<file path="config.mk">
export PLATFORM = sky130hd
export DESIGN_NAME = swseq_ctrl
export DESIGN_NICKNAME = d
export VERILOG_FILES = /design/src/rtl/swseq_ctrl.sv
export SDC_FILE = /design/constraint.sdc
export NUM_CORES = 1
export LEC_CHECK = 0
export BUFFER_PORTS_ARGS = -buffer_cell sky130_fd_sc_hd__buf_2
export CAP_MARGIN = 5
export CORE_MARGIN = 2
export CORE_UTILIZATION = 25
export CTS_CLUSTER_DIAMETER = 30
export CTS_CLUSTER_SIZE = 8
export DETAILED_ROUTE_END_ITERATION = 10
export GPL_ROUTABILITY_DRIVEN = 0
export PLACE_DENSITY = 0.49
export SETUP_SLACK_MARGIN = 0.15
export SKIP_LAST_GASP = 1
export SYNTH_ARGS = -nofsm -noshare
export SYNTH_HDL_FRONTEND = slang
export SYNTH_SLANG_ARGS = --single-unit
</file>
<file path="constraint.sdc">
create_clock -name clk -period 2.1 [get_ports clk]
set_input_delay 0.42 -clock clk [delete_from_list [all_inputs] [get_ports clk]]
set_output_delay 0.42 -clock clk [all_outputs]
set_load 0.01 [all_outputs]
</file>
<file path="src/rtl/swseq_ctrl.sv">
module swseq_ctrl #(
  parameter int          ADDR_W       = 2,
  parameter logic [7:0]  CMD_RD_REG   = 8'h01,
  parameter logic [7:0]  CMD_RD_TOUCH = 8'h02,
  parameter logic [7:0]  CMD_WR_REG   = 8'h03,
  parameter logic [7:0]  CMD_WR_BULK  = 8'h04
) (
  input  logic              clk,
  input  logic              rst_n,
  input  logic              reg_wr,
  input  logic [ADDR_W-1:0] reg_addr,
  input  logic [31:0]       reg_wdata,
  output logic [31:0]       reg_rdata,
  output logic              arb_req,
  input  logic              arb_gnt,
  input  logic              eng_done,
  output logic              bus_active,
  output logic [15:0]       bus_count,
  output logic [7:0]        bus_cmd,
  output logic              bus_write,
  output logic              bus_cmd_ok,
  output logic              irq
);

  localparam logic [ADDR_W-1:0] A_CTRL = ADDR_W'(0);
  localparam logic [ADDR_W-1:0] A_STAT = ADDR_W'(1);

  logic [15:0] cnt_q;
  logic [7:0]  cmd_q;
  logic        ie_q, go_q, busy_q, done_q, irq_q;

  wire locked     = go_q | busy_q | done_q;
  wire ctrl_we    = reg_wr && (reg_addr == A_CTRL) && !locked;
  wire stat_clr   = reg_wr && (reg_addr == A_STAT) && reg_wdata[0];
  wire grant_take = go_q && arb_gnt;
  wire finish     = busy_q && eng_done;

  always_ff @(posedge clk or negedge rst_n) begin
    if (!rst_n) begin
      cnt_q  <= '0;
      cmd_q  <= '0;
      ie_q   <= 1'b0;
      go_q   <= 1'b0;
      busy_q <= 1'b0;
      done_q <= 1'b0;
      irq_q  <= 1'b0;
    end else begin
      if (ctrl_we) begin
        cnt_q <= reg_wdata[31:16];
        cmd_q <= reg_wdata[15:8];
        ie_q  <= reg_wdata[1];
        if (reg_wdata[0]) go_q <= 1'b1;
      end
      if (grant_take) begin
        go_q   <= 1'b0;
        busy_q <= 1'b1;
      end
      if (finish) begin
        busy_q <= 1'b0;
        done_q <= 1'b1;
      end else if (stat_clr) begin
        done_q <= 1'b0;
      end
      irq_q <= done_q & ie_q;
    end
  end

  always_comb begin
    case (reg_addr)
      A_CTRL:  reg_rdata = {cnt_q, cmd_q, 6'b0, ie_q, go_q};
      A_STAT:  reg_rdata = {30'b0, locked, done_q};
      default: reg_rdata = '0;
    endcase
  end

  always_comb begin
    bus_cmd_ok = 1'b1;
    bus_write  = 1'b0;
    case (cmd_q)
      CMD_RD_REG, CMD_RD_TOUCH: bus_write = 1'b0;
      CMD_WR_REG, CMD_WR_BULK:  bus_write = 1'b1;
      default:                  bus_cmd_ok = 1'b0;
    endcase
  end

  assign arb_req    = go_q;
  assign bus_active = busy_q;
  assign bus_count  = cnt_q;
  assign bus_cmd    = cmd_q;
  assign irq        = irq_q;

  assert_grant_clears_go_R4: assert property (@(posedge clk) disable iff (!rst_n)
    (arb_req && arb_gnt) |=> (!arb_req && bus_active));

  assert_locked_write_dropped_R8: assert property (@(posedge clk) disable iff (!rst_n)
    (locked && reg_wr && reg_addr == A_CTRL) |=>
      ($stable(cnt_q) && $stable(cmd_q) && $stable(ie_q)));

  assert_done_on_finish_R7: assert property (@(posedge clk) disable iff (!rst_n)
    (bus_active && eng_done) |=> (done_q && !bus_active));

  assert_bus_stable_R6: assert property (@(posedge clk) disable iff (!rst_n)
    (bus_active && !eng_done) |=>
      ($stable(bus_count) && $stable(bus_cmd) && $stable(bus_write)));

  assert_irq_rise_R10: assert property (@(posedge clk) disable iff (!rst_n)
    (done_q && ie_q) |=> irq);

  assert_irq_fall_R10: assert property (@(posedge clk) disable iff (!rst_n)
    !(done_q && ie_q) |=> !irq);

  always_comb begin
    if (rst_n) assert_reserved_zero_R2: assert (reg_addr != A_CTRL || reg_rdata[7:2] == 6'b0);
  end

endmodule

</file>
==> results.txt <==
----------------------------------------------------
[Synthesis]
  Post-synthesis xor/xnor area fraction ... 0.5968%
  Simple logic cell fraction of the synthesized area ... 16.79%
  Main combinational cell family by area after synthesis ... multiplexers
  Multiplexer area fraction after synthesis ... between 20% and 30%
  Number of synthesized register bits ... 29
  Syn Area/Cell ... ~13 µm²
  Cells after synthesis ... 113
  Proportion of netlist area held by the largest area contributor ... about half
  Top cells by area in the synthesized netlist ... dfrtp_1 (49%), mux2_4 (19%), and2_1 (9.0%)
  Total standard cell area after synthesis ... between 1000 and 1500 µm²
  Distinct cells, synth ... 24
  Fraction of the yosys area taken by sequential cells ... between 40% and 50%
  Most area-hungry cell type in the Yosys netlist ... dfrtp_1
  Number of warnings printed during yosys synthesis ... 0
  Fraction of the mapped netlist area in adder cells ... 0%
  Fraction of the mapped netlist area in compound gates ... around 1.9%

[STA]
  Setup Total Neg Slack ... 0 ns
  Setup clock skew after layout ... between 0.005 and 0.006 ns
  Pin slew with the least headroom to its limit ... ~0.65 ns
  Crit path time final ... approximately 1.7 ns
  Final Hold Violating Endpoints ... 0
  Number of pins with negative max-slew slack in the final report ... 0
  Setup WS post-layout ... between 0.3 and 0.4 ns
  Final-report setup violation count ... 0
  Maximum operating frequency ... just under 600 MHz
  Setup repair after global routing missed its margin ... no
  Max transition margin ... 56.54%
  Final cycle utilization of the critical path ... around four fifths

[Pwr]
  Share of total power in sequential cells ... between 40 and 50%
  Static power due to leakage ... between 1 and 1.5 nW
  Combinational share of power ... between 40% and 50%
  Cell area power density ... roughly 1300 nW/µm²
  Internal ... about 1.7 mW
  Switching share of power ... 33.37%
  Overall power of the completed layout ... about 2.6 mW
  Clk pwr share ... 19.4%
  Worst supply voltage drop on vdd ... 503.5 µV
  Switching power summed over all nets ... 0.8656 mW

[Clock tree]
  Count of hold buffers inserted by post-cts repair ... 0
  Total clock buffers created by CTS ... 5
  CTS clock-pin slew for the worst setup and hold paths ... ~0.06 ns
  CTS H-Tree Depth ... 2
  Count of clock tree sinks ... 29
  Number of resized instances in the post-cts repair step ... 0
  Clock latency at the later pin of the worst-skew pair ... between 0.2 and 0.3 ns
  Clock tree from TritonCTS ... done
  Number of buffers added for setup after CTS ... 0
  Maximum clock insertion buffer count ... 2
  Buffer cell driving the clock tree root ... clkbuf_8

[Detailed routing]
  First-pass detailed-route iteration total ... 2
  Routed via count divided by cell count ... about 4.1
  Remaining design rule violation count ... 0
  Total via count after detailed routing ... between 1,000 and 1,500
  Post-DRT Antenna Nets ... 0
  Number of DRC markers after the initial detailed-route iteration ... 16
  Routed wire per std cell ... approximately 12 µm
  Sum of routed wire length over all layers ... 3298 µm

[Outcome]
  Outcome ... finished clean

[Die]
  Die outline width ... between 80 and 90 µm
  I/O pin count ... 100
  Number of placement rows ... 27
  Die Footprint ... 6500 µm²
  Core area ... about 5600 µm²
  Starting utilization of the core area ... between 20% and 30%
  Die H ... 80.62 µm

[Setup path]
  Worst-path maximum fanout ... 18
  CP arrival ... around 1.3 ns
  Setup crit start kind ... input pin
  Category of the worst setup path capture point ... output port
  Reg2reg setup slack ... approximately 0.43 ns
  Category of the most critical setup path ... input pin to output port
  Worst EP required ... approximately 1.7 ns

[Placement]
  Area post-placement ... slightly below 2000 µm²
  Half-perimeter wire length after detailed placement ... ~2400 µm
  Setup WS pre-CTS ... a little over 0.3 ns
  I/O Buffers ... between 80 and 90

[Global routing]
  Vias in the first global route ... slightly above 1,000
  Aggregate global routing overflow ... 0
  Total Routing Usage GR ... between 10% and 20%
  First-pass GRT wire length ... 5009 µm
  Initial antenna violation count ... 0
  Largest net degree at the start of global routing ... 30

[Cells and area]
  Fillers ... 576
  Fraction of final layout cells with drive strength greater than 1 ... a little over three fifths
  Antenna diode instance count ... 0
  Area grow syn2layout ... 39.90%
  Net total in the final layout ... ~240
  Post-route design area ... about 2000 µm²

[Hold path]
  Class of the worst hold path ... input pin to async pin

[Flow run]
  Max-cap violations ... 0

----------------------------------------------------
-- placed cells by master (no fill, tap or decap), drive strengths merged --
| master | synthesis | layout |
|---|---|---|
| nand4b | 1 | 1 |
| nand2 | 3 | 3 |
| a22o | 1 | 1 |
| clkbuf | 2 | 7 |
| nor3 | 2 | 2 |
| mux2i | 2 | 2 |
| nand3 | 1 | 1 |
| xor2 | 1 | 1 |
| dfrtp | 29 | 29 |
| and2 | 25 | 25 |
| inv | 2 | 2 |
| mux2 | 25 | 25 |
| nor2 | 6 | 6 |
| nand3b | 1 | 1 |
| a211oi | 1 | 1 |
| conb | 1 | 6 |
| buf | 8 | 89 |
| a21oi | 1 | 1 |
| clkinv | 0 | 1 |
| o22ai | 1 | 1 |
-- worst paths after layout --
kind / startpoint / end / cells past startpoint
hold reg to reg: bus_count[3] / bus_count[3] / 1
setup / recovery: reg_addr[0] / reg_rdata[11] / 5
max in group asynchronous: rst_n / bus_count[0] / 1
min in group clk: eng_done / bus_active / 2
setup reg to reg: done_q / bus_count[1] / 3
hold / removal: rst_n / bus_count[10] / 1
-- synthesized netlist by cell type --
cell / number
dfrtp_1: 29
and2_1: 21
mux2_4: 19
buf_4: 6
mux2_2: 6
nor2_1: 5
and2_2: 4
nand2_1: 3
buf_6: 2
clkbuf_1: 2
inv_1: 2
mux2i_1: 2
a211oi_1: 1
a21oi_1: 1
a22o_1: 1
conb_1: 1
nand3_4: 1
nand3b_1: 1
nand4b_1: 1
nor2_2: 1
nor3_1: 1
nor3_2: 1
o22ai_1: 1
xor2_1: 1
-- worst max-delay path: stages --
cell and delay [ns]:
buf_2 0.13, nor2_2 0.20, buf_4 0.24, and2_2 0.16, buf_2 0.13
-- per-stage QoR --
stage,hold slack [ns],utilization (%),instances
after global routing,0.2105,36.84,277
after CTS,0.1904,36.84,277
after detailed placement,0.5001,35.02,269
after floorplan,0.1244,-,118
final,0.1639,36.84,277
after global placement,0.4914,35.02,269
-- power by group through the flow --
stage          Combinational (mW)  Sequential [mW]  Clock, mW
2_1_floorplan               0.543             1.13          0
4_1_cts                      1.07             1.05      0.530
6_report                     1.05             1.04      0.503
3_3_place_gp                 1.06             1.05          0
5_1_grt                      1.15             1.09      0.556
3_5_place_dp                 1.07             1.05          0
-- layout make-up --
| type | count | area (µm²) | area share (%) |
|---|---|---|---|
| repair buffers | 89 | 450.4 | 21.94 |
| inverters | 2 | 7.507 | 0.3656 |
| clock buffers | 7 | 96.34 | 4.692 |
| flip-flops and latches | 29 | 725.7 | 35.34 |
| well taps | 72 | 90.09 | 4.388 |
| clock inverters | 1 | 5.005 | 0.2438 |
| multi-input cells | 77 | 678.2 | 33.03 |
-- registers in the layout (all words and copies together), names as in the netlist --
| signal | flops |
|---|---|
| irq | 1 |
| bus_active | 1 |
| done_q | 1 |
| arb_req | 1 |
| bus_count | 16 |
| bus_cmd | 8 |
| ie_q | 1 |
-- routing by layer --
layer | share of wire, % | wire length (µm) | up-vias | track usage [%]
met5 | 0 | 0 | - | 0
li1 | - | - | 548 | -
met3 | 11 | 356 | 6 | 5.056
met2 | 47 | 1540 | 59 | 16.83
met4 | 1.7 | 55 | 0 | 4.576
met1 | 41 | 1345 | 510 | 12.36
-- kinds of logic (layout without fill, tap and decap cells) --
family | Yosys count | after routing
other cells | 1 | 6
xor+xnor | 1 | 1
compound gates | 4 | 4
flops | 29 | 29
simple gates | 39 | 39
buf+inv | 12 | 99
mux | 27 | 27
Note: power is estimated with default switching activity, not from simulation.
